`config.mk`:
```
export PLATFORM = sky130hd
export DESIGN_NAME = mwire_eeprom
export DESIGN_NICKNAME = d
export VERILOG_FILES = /design/src/rtl/mwire_pkg.sv /design/src/rtl/mwire_sk_edge.sv /design/src/rtl/mwire_wtimer.sv /design/src/rtl/mwire_array.sv /design/src/rtl/mwire_eeprom.sv
export SDC_FILE = /design/constraint.sdc
export NUM_CORES = 2
export LEC_CHECK = 0
export CAP_MARGIN = 20
export CORE_MARGIN = 10
export CORE_UTILIZATION = 50
export CTS_CLUSTER_SIZE = 16
export DETAILED_ROUTE_END_ITERATION = 8
export MAX_ROUTING_LAYER = met4
export PLACE_DENSITY = 0.65
export SLEW_MARGIN = 40
export SYNTH_ARGS = -nofsm -noshare
export SYNTH_HDL_FRONTEND = slang
export SYNTH_SLANG_ARGS = --single-unit
```
`constraint.sdc`:
```
create_clock -name clk -period 5.1 [get_ports clk]
set_input_delay 1.53 -clock clk [delete_from_list [all_inputs] [get_ports clk]]
set_output_delay 1.53 -clock clk [all_outputs]
set_load 0.02 [all_outputs]
```
`src/rtl/mwire_pkg.sv`:
```
package mwire_pkg;
    typedef enum logic [2:0] {
        ST_HUNT,
        ST_CMD,
        ST_DATA,
        ST_READ,
        ST_WAIT
    } mw_state_e;

    typedef enum logic [1:0] {
        OP_EXT   = 2'b00,
        OP_WRITE = 2'b01,
        OP_READ  = 2'b10,
        OP_ERASE = 2'b11
    } mw_op_e;

    typedef enum logic [1:0] {
        SUB_GUARD_OFF = 2'b00,
        SUB_FILL      = 2'b01,
        SUB_WIPE      = 2'b10,
        SUB_GUARD_ON  = 2'b11
    } mw_sub_e;
endpackage

```
`src/rtl/mwire_sk_edge.sv`:
```
module mwire_sk_edge (
    input  logic clk,
    input  logic rst_n,
    input  logic sk,
    output logic sk_rise
);
    logic sk_d, sk_q;

    always_comb sk_d = sk;

    always_ff @(posedge clk) begin
        if (!rst_n) sk_q <= 1'b0;
        else        sk_q <= sk_d;
    end

    assign sk_rise = sk & ~sk_q;
endmodule

```
`src/rtl/mwire_wtimer.sv`:
```
module mwire_wtimer #(
    parameter int WR_CYCLES = 1000
) (
    input  logic clk,
    input  logic rst_n,
    input  logic start,
    output logic busy
);
    localparam int TW = $clog2(WR_CYCLES + 1);

    logic [TW-1:0] cnt_d, cnt_q;

    always_comb begin
        cnt_d = cnt_q;
        if (start)             cnt_d = TW'(WR_CYCLES);
        else if (cnt_q != '0)  cnt_d = cnt_q - TW'(1);
    end

    always_ff @(posedge clk) begin
        if (!rst_n) cnt_q <= '0;
        else        cnt_q <= cnt_d;
    end

    assign busy = (cnt_q != '0);
endmodule

```
`src/rtl/mwire_array.sv`:
```
module mwire_array #(
    parameter int AW = 7,
    parameter int DW = 16
) (
    input  logic          clk,
    input  logic          rst_n,
    input  logic          we_one,
    input  logic          we_all,
    input  logic [AW-1:0] waddr,
    input  logic [DW-1:0] wdata,
    input  logic [AW-1:0] raddr,
    output logic [DW-1:0] rdata
);
    localparam int DEPTH = 1 << AW;

    logic [DW-1:0] mem_q [DEPTH];

    for (genvar w = 0; w < DEPTH; w++) begin : g_word
        logic [DW-1:0] word_d;
        always_comb begin
            word_d = mem_q[w];
            if (we_all || (we_one && waddr == AW'(w))) word_d = wdata;
        end
        always_ff @(posedge clk) begin
            if (!rst_n) mem_q[w] <= '1;
            else        mem_q[w] <= word_d;
        end
    end

    assign rdata = mem_q[raddr];
endmodule

```
`src/rtl/mwire_eeprom.sv`:
```
module mwire_eeprom
    import mwire_pkg::*;
#(
    parameter int AW        = 7,
    parameter int DW        = 16,
    parameter int WR_CYCLES = 1000
) (
    input  logic clk,
    input  logic rst_n,
    input  logic cs,
    input  logic sk,
    input  logic di,
    output logic do_o,
    output logic do_oe
);
    // opcode (2) + address field (AW+1)
    localparam int CMDW = AW + 3;
    localparam int CW   = $clog2((CMDW > DW) ? CMDW : DW);

    typedef struct packed {
        mw_state_e      st;
        logic [CW-1:0]  cnt;
        logic [CMDW-2:0] cmd;
        logic [DW-1:0]  sh;
        logic [AW-1:0]  addr;
        logic           fill;
        logic           wen;
        logic           stat;
        logic           dout;
    } regs_t;

    regs_t r_d, r_q;

    logic          sk_rise, busy, wr_start, we_one, we_all;
    logic [AW-1:0] waddr, raddr;
    logic [DW-1:0] wdata, rdata;
    logic [CMDW-1:0] full;
    logic [AW:0]   afield;
    mw_op_e        op;
    mw_sub_e       sub;

    mwire_sk_edge u_edge (.clk(clk), .rst_n(rst_n), .sk(sk), .sk_rise(sk_rise));

    mwire_wtimer #(.WR_CYCLES(WR_CYCLES)) u_timer (
        .clk(clk), .rst_n(rst_n), .start(wr_start), .busy(busy)
    );

    mwire_array #(.AW(AW), .DW(DW)) u_array (
        .clk(clk), .rst_n(rst_n), .we_one(we_one), .we_all(we_all),
        .waddr(waddr), .wdata(wdata), .raddr(raddr), .rdata(rdata)
    );

    always_comb begin
        full   = {r_q.cmd, di};
        op     = mw_op_e'(full[CMDW-1 -: 2]);
        afield = full[AW:0];
        sub    = mw_sub_e'(afield[AW -: 2]);
        waddr  = (r_q.st == ST_CMD) ? afield[AW-1:0] : r_q.addr;
        raddr  = (r_q.st == ST_READ) ? r_q.addr + AW'(1) : afield[AW-1:0];
    end

    always_comb begin
        r_d      = r_q;
        we_one   = 1'b0;
        we_all   = 1'b0;
        wdata    = '1;
        wr_start = 1'b0;
        if (!cs) begin
            r_d.st  = ST_HUNT;
            r_d.cnt = '0;
        end else if (sk_rise) begin
            case (r_q.st)
                ST_HUNT: begin
                    if (di && !busy) begin
                        r_d.st   = ST_CMD;
                        r_d.cnt  = '0;
                        r_d.stat = 1'b0;
                    end
                end
                ST_CMD: begin
                    r_d.cmd = full[CMDW-2:0];
                    r_d.cnt = r_q.cnt + CW'(1);
                    if (r_q.cnt == CW'(CMDW - 1)) begin
                        r_d.cnt  = '0;
                        r_d.addr = afield[AW-1:0];
                        r_d.st   = ST_WAIT;
                        case (op)
                            OP_READ: begin
                                r_d.st   = ST_READ;
                                r_d.sh   = rdata;
                                r_d.dout = 1'b0;
                            end
                            OP_WRITE: begin
                                r_d.st   = ST_DATA;
                                r_d.fill = 1'b0;
                            end
                            OP_ERASE: begin
                                if (r_q.wen) begin
                                    we_one   = 1'b1;
                                    wr_start = 1'b1;
                                    r_d.stat = 1'b1;
                                end
                            end
                            default: begin
                                case (sub)
                                    SUB_GUARD_ON:  r_d.wen = 1'b1;
                                    SUB_GUARD_OFF: r_d.wen = 1'b0;
                                    SUB_FILL: begin
                                        r_d.st   = ST_DATA;
                                        r_d.fill = 1'b1;
                                    end
                                    default: begin
                                        if (r_q.wen) begin
                                            we_all   = 1'b1;
                                            wr_start = 1'b1;
                                            r_d.stat = 1'b1;
                                        end
                                    end
                                endcase
                            end
                        endcase
                    end
                end
                ST_DATA: begin
                    r_d.sh  = {r_q.sh[DW-2:0], di};
                    r_d.cnt = r_q.cnt + CW'(1);
                    if (r_q.cnt == CW'(DW - 1)) begin
                        r_d.cnt = '0;
                        r_d.st  = ST_WAIT;
                        if (r_q.wen) begin
                            we_one   = ~r_q.fill;
                            we_all   = r_q.fill;
                            wdata    = {r_q.sh[DW-2:0], di};
                            wr_start = 1'b1;
                            r_d.stat = 1'b1;
                        end
                    end
                end
                ST_READ: begin
                    r_d.dout = r_q.sh[DW-1];
                    if (r_q.cnt == CW'(DW - 1)) begin
                        r_d.cnt  = '0;
                        r_d.addr = r_q.addr + AW'(1);
                        r_d.sh   = rdata;
                    end else begin
                        r_d.cnt = r_q.cnt + CW'(1);
                        r_d.sh  = {r_q.sh[DW-2:0], 1'b0};
                    end
                end
                default: ;
            endcase
        end
    end

    always_ff @(posedge clk) begin
        if (!rst_n) begin
            r_q      <= '0;
            r_q.st   <= ST_HUNT;
        end else begin
            r_q <= r_d;
        end
    end

    assign do_oe = cs && ((r_q.st == ST_READ) || r_q.stat);
    assign do_o  = (r_q.st == ST_READ) ? r_q.dout : ~busy;
endmodule

```
Word level (Yosys, flattened, before mapping)

Memories as Yosys holds them, arrays and structs flattened.
Index checks and enable logic that the tools add are counted.

Logic and storage cells: 1153
RAM bits: 2048
Output and inout port bits: 2
Register bits: 54
Input bits: 5
Memories kept: 1

Multiplexer cells: 316
Reductions and logical operators: 414
Add/sub/neg operators: 3
Bitwise operators: 135
Equality and inequality tests: 272

Memories:

| name          | words | bits a word | rd ports | clocked after memory_dff | write ports | RTL line          | source |
|---|---|---|---|---|---|---|---|
| u_array.mem_q | 128   | 16          | 1        | 0                        | 128         | mwire_array.sv:16 | `logic [DW-1:0] mem_q [DEPTH];` |

Operator list:

| cell                                           | count |
|---|---|
| 2-to-1 mux 16 bit                              | 263 |
| == test 7 bit (second input constant)          | 64 |
| AND reduction 2 bit                            | 129 |
| == test 7 x 6 -> 1 bit (second input constant) | 32 |
| logical AND 1 bit                              | 130 |
| logical OR 1 bit                               | 129 |
| != test 1 bit (second input constant)          | 128 |
| bitwise OR 1 bit                               | 128 |
| == test 7 x 5 -> 1 bit (second input constant) | 16 |
| == test 7 x 4 -> 1 bit (second input constant) | 8 |
| one-hot mux 16 bit (3 select lines)            | 1 |
| 2-to-1 mux 7 bit                               | 6 |
| == test 7 x 3 -> 1 bit (second input constant) | 4 |
| 2-to-1 mux 1 bit                               | 28 |
| 2-to-1 mux 27 bit                              | 1 |
| 2-to-1 mux 10 bit                              | 2 |
| AND reduction 5 bit                            | 4 |
| one-hot mux 3 bit (3 select lines)             | 2 |
| one-hot mux 1 bit (2 select lines)             | 8 |
| one-hot mux 4 bit (4 select lines)             | 1 |
| == test 7 x 2 -> 1 bit (second input constant) | 2 |
| one-hot mux 7 bit (2 select lines)             | 1 |
| AND reduction 6 bit                            | 2 |
| nonzero test 10 bit                            | 1 |
| other kinds (28)                               | 50 |

Logic depth before layout (Yosys ltp)

Word-level depth: 12
Gate-level depth with buffers: 16
Depth with buffers taken out: 10

Hierarchy

From an unflattened synthesis, not the netlist that was laid out.

Cells, all modules: 6201
Area, all modules: 97666.2 sq um

Modules (own cells, without submodules):

| module        | instances | area each (sq um) | sequential area each (sq um) | cells each |
|---|---|---|---|---|
| mwire_array   | 1         | 94531.9           | 61499.0                      | 5817 |
| mwire_eeprom  | 1         | 2549.9            | 860.8                        | 317 |
| mwire_wtimer  | 1         | 544.3             | 200.2                        | 64 |
| mwire_sk_edge | 1         | 40.0              | 20.0                         | 3 |

Worst setup path before layout

OpenSTA, ideal clock, no wires.

Path type: in2reg
Start point: input sk
End point: memory u_array.mem_q[85][0], enable pin
Path buffers: 1
Stages on the path: 7
Data arrival time: 3761 ps
Slack: 928 ps
Cells stage by stage: and4bb_2 nand3_1 a21oi_2 and3_1 buf_2 nand2_1 o21ai_0

RTL lines:

| element         | RTL line           | source |
|---|---|---|
| start, declared | mwire_eeprom.sv:11 | `input logic sk,` |
| end, declared   | mwire_array.sv:16  |  |

Worst setup path after layout

Start point: register u_timer.cnt_q[4]
End point: output do_o

Cells in the longest elaborated chain, start to end: 3

RTL lines:

| element                | RTL line            | source |
|---|---|---|
| start, declared        | mwire_wtimer.sv:11  | `logic [TW-1:0] cnt_d, cnt_q;` |
| start signal, assigned | mwire_wtimer.sv:21  | `else cnt_q <= cnt_d;` |
| nonzero test 10 bit    | mwire_wtimer.sv:24  | `assign busy = (cnt_q != '0);` |
| inverter 1 bit         | mwire_eeprom.sv:165 | `assign do_o = (r_q.st == ST_READ) ? r_q.dout : ~busy;` |
| 2-to-1 mux 1 bit       | mwire_eeprom.sv:165 |  |
| end, declared          | mwire_eeprom.sv:13  | `output logic do_o,` |

Every way passes these cells.

==> out/qor.yml <==
synth_top_area_share_pct: 64.4
finalPower_mw: 37.3
postCtsSetupBuffers: 0
fin_crit_ps: 4800
cts_inserted_buffers: 215
pin_count: 7
postSynthCellCount: 8857
min_path_type: "reg2reg"
drive_gt1_share_pct: 10.5
grtUsageTotal_pct: 30.3
crit_type: "reg2out"
grt_pass1_vias: 67900
ir_worst_vdd_uv: 347
grt_pass1_wl_um: 461000
reg2reg_from: "r_q[42]"
area_growth_pct: 12.4
layout.cells.most_common: "nand2_1"
insertion_delay_ps: 900
final_cells: 11500
avgSynthCellArea_um2: 10.8
cts_tree: "yes"
grt_start_max_net_pins: 97
slew_headroom_pct: 36.8
path_clk_slew_ps: 60
power.sequential.fraction_pct: 53.6
r2r_setup_slack_ps: 700
async_flop_share_pct: 0
cp_data_arrival_time_ps: 3270
dp_cells: 11100
setup_viol: 0
min_from: "full[9]"
post_cts_resize_count: 0
htreeDepth: 4
die-area_um2: 209000
dr.pass1.iters: 6
drc: 0
initial_utilization_pct: 50.3
place_congestion: 0.965
io_buffers: 6
ys_warn_count: 0
die_h_um: 457
fin_setup_tns_ps: 0
p_per_area_nw_per_um2: 348
drt-initial-drc-count: 11000
dp_hpwl_um: 195000
grt.overflow.total: 0
ys.flop_type: "edfxtp_1"
tightest_slew_ps: 925
r2r_cells: 11
cap_violations: 0
vias: 71800
start_kind: "flop"
antenna_found_initial: 10
row_count: 160
postRouteAntennaNets: 0
core-area_um2: 190000
stdcell_area_um2: 107000
min_to: "full[9]"
ys_seq_area_share_pct: 65.5
synth_nets: 8874
fill_cells: 15700
final_cell_mix: "3622 x nand2_1, 2048 x edfxtp_1, 487 x nand3_1"
synthesis.area_um2: 95500
fin_skew_ps: 42.0
ys_ff_latch: 2102
status: "completed"
drt-total-wl_um: 318000
sw_frac_of_total_pct: 22.5
place_area_um2: 101000
max_freq_mhz: 209
p_sw_mw: 8.40
hold_depth: 2
synthTopCellsByArea: "edfxtp_1 64%, nand2_1 14%, nand3_1 2.6%, mux2i_1 2.4%, buf_2 1.8%"
leakagePower_nw: 36.1
clock-sinks: 2102
cts_max_path_buffers: 3
yosysUniqueCellTypes: 87
die_w_um: 457
endpoint_kind: "primary output"
viasPerCell: 6.24
synth-edff-count: 2048
yosys.area.top_type: "edfxtp_1"
rsz0062_at_grt: "false"
holdWs_ps: 505
crit_required_ps: 3570
hold_buffers: 0
p_comb_share_pct: 5.3
period_share_pct: 94.0
crit_fanout: 5
root_buffer: "clkbuf_16"
maxSlewViolCount: 0
r2r_end: "r_q[21]"
wire_per_inst_um: 27.6
finalHoldViolations: 0
fin_nets: 8824
clkPwrFrac_pct: 41.1
internal_power_mw: 28.9
## power groups by stage
| stage | registers, mW | clock network [mW] | logic (mW) |
|---|---|---|---|
| after global placement | 20.3 | 0 | 1.93 |
| after global routing | 20.1 | 16.1 | 2.14 |
| after detailed placement | 20.4 | 0 | 1.96 |
| final | 20.0 | 15.3 | 2.00 |
| after floorplan | 20.3 | 0 | 1.22 |
| after CTS | 20.0 | 15.4 | 1.97 |
## routing by layer
metal / wire length [µm] / up-vias / track usage, %
li1: - / 31200 / -
met1: 120000 / 35300 / 39.7
met2: 143000 / 4527 / 44.7
met3: 35800 / 823 / 6.04
met4: 19100 / 0 / 15.8
met5: 0 / - / -
## metrics by stage
stage,utilization (%),worst slack (ps)
2_1_floorplan,-,928
3_3_place_gp,52.9,203
3_5_place_dp,52.9,341
4_1_cts,56.5,224
5_1_grt,56.5,145
6_report,56.5,304
## cells in the mapped netlist (11+ instances only)
cell type  instances
a2111oi_0         41
a211oi_1         165
a21oi_1          272
a22oi_1           79
a311oi_1         110
a31oi_1           75
a32o_1            24
a32oi_1          115
and2_1            18
and3_1            29
buf_1             48
buf_2            344
buf_4             48
buf_6             24
clkbuf_1         383
dfxtp_1           54
edfxtp_1        2048
ha_1              12
inv_1            110
mux2i_1          231
nand2_1         3622
nand3_1          487
nand4_1           80
nor2_1            80
nor3_1            26
nor4_1            21
nor4b_1           11
o211ai_1          24
o21a_1            19
o21ai_0           78
or3_1             16
## worst max path at each step
stage	start	slack, ps	end	cells after the start
after CTS	u_timer.cnt_q[3]	220	do_o	5
final	u_timer.cnt_q[4]	300	do_o	5
after global placement	di	200	r_q[23]	10
after floorplan	sk	930	u_array.mem_q[85][0]	7
after detailed placement	di	340	r_q[19]	12
after global routing	u_timer.cnt_q[3]	140	do_o	5
## cell type report
type                       count  area (µm²)  share of cell area, %
clock buffer                 267        5600                   5.21
tap                         2511        3140                   2.93
multi-input combinational   5797       28900                   26.9
clock inverter               128        1110                   1.03
inverter                     111         422                  0.393
antenna                        8        20.0                 0.0186
timing repair buffer         580        5560                   5.18
sequential                  2102       62600                   58.3
## kinds of logic (layout without fill, tap and decap cells)
logic type | count (synthesis) | after routing | share of synthesized area [%]
adders and majority gates | 12 | 12 | 0.157
muxes | 245 | 245 | 2.71
other | 0 | 8 | 0
buffers and inverters | 958 | 1086 | 4.59
AOI/OAI and AO/OA | 1087 | 1087 | 8.05
DFF | 2102 | 2102 | 65.5
xor gates and xnor gates | 11 | 11 | 0.101
and+or+nand+nor | 4442 | 4442 | 18.9
## registers in the layout, summed over array words and instances, names as in the netlist
name / cells
afield: 7
u_timer.cnt_q: 10
u_edge.sk_q: 1
full: 2
u_array.mem_q: 2048
r_q: 34
## worst max-delay path, cell delays in order, from the launching register on
cell             delay (ps)
dfxtp_1                 340
or4_1                   590
nor4_2                  370
nand3b_1                230
o21ai_0                 200
clkdlybuf4s50_1         630
No activity file was read; power rests on OpenSTA's default activity.
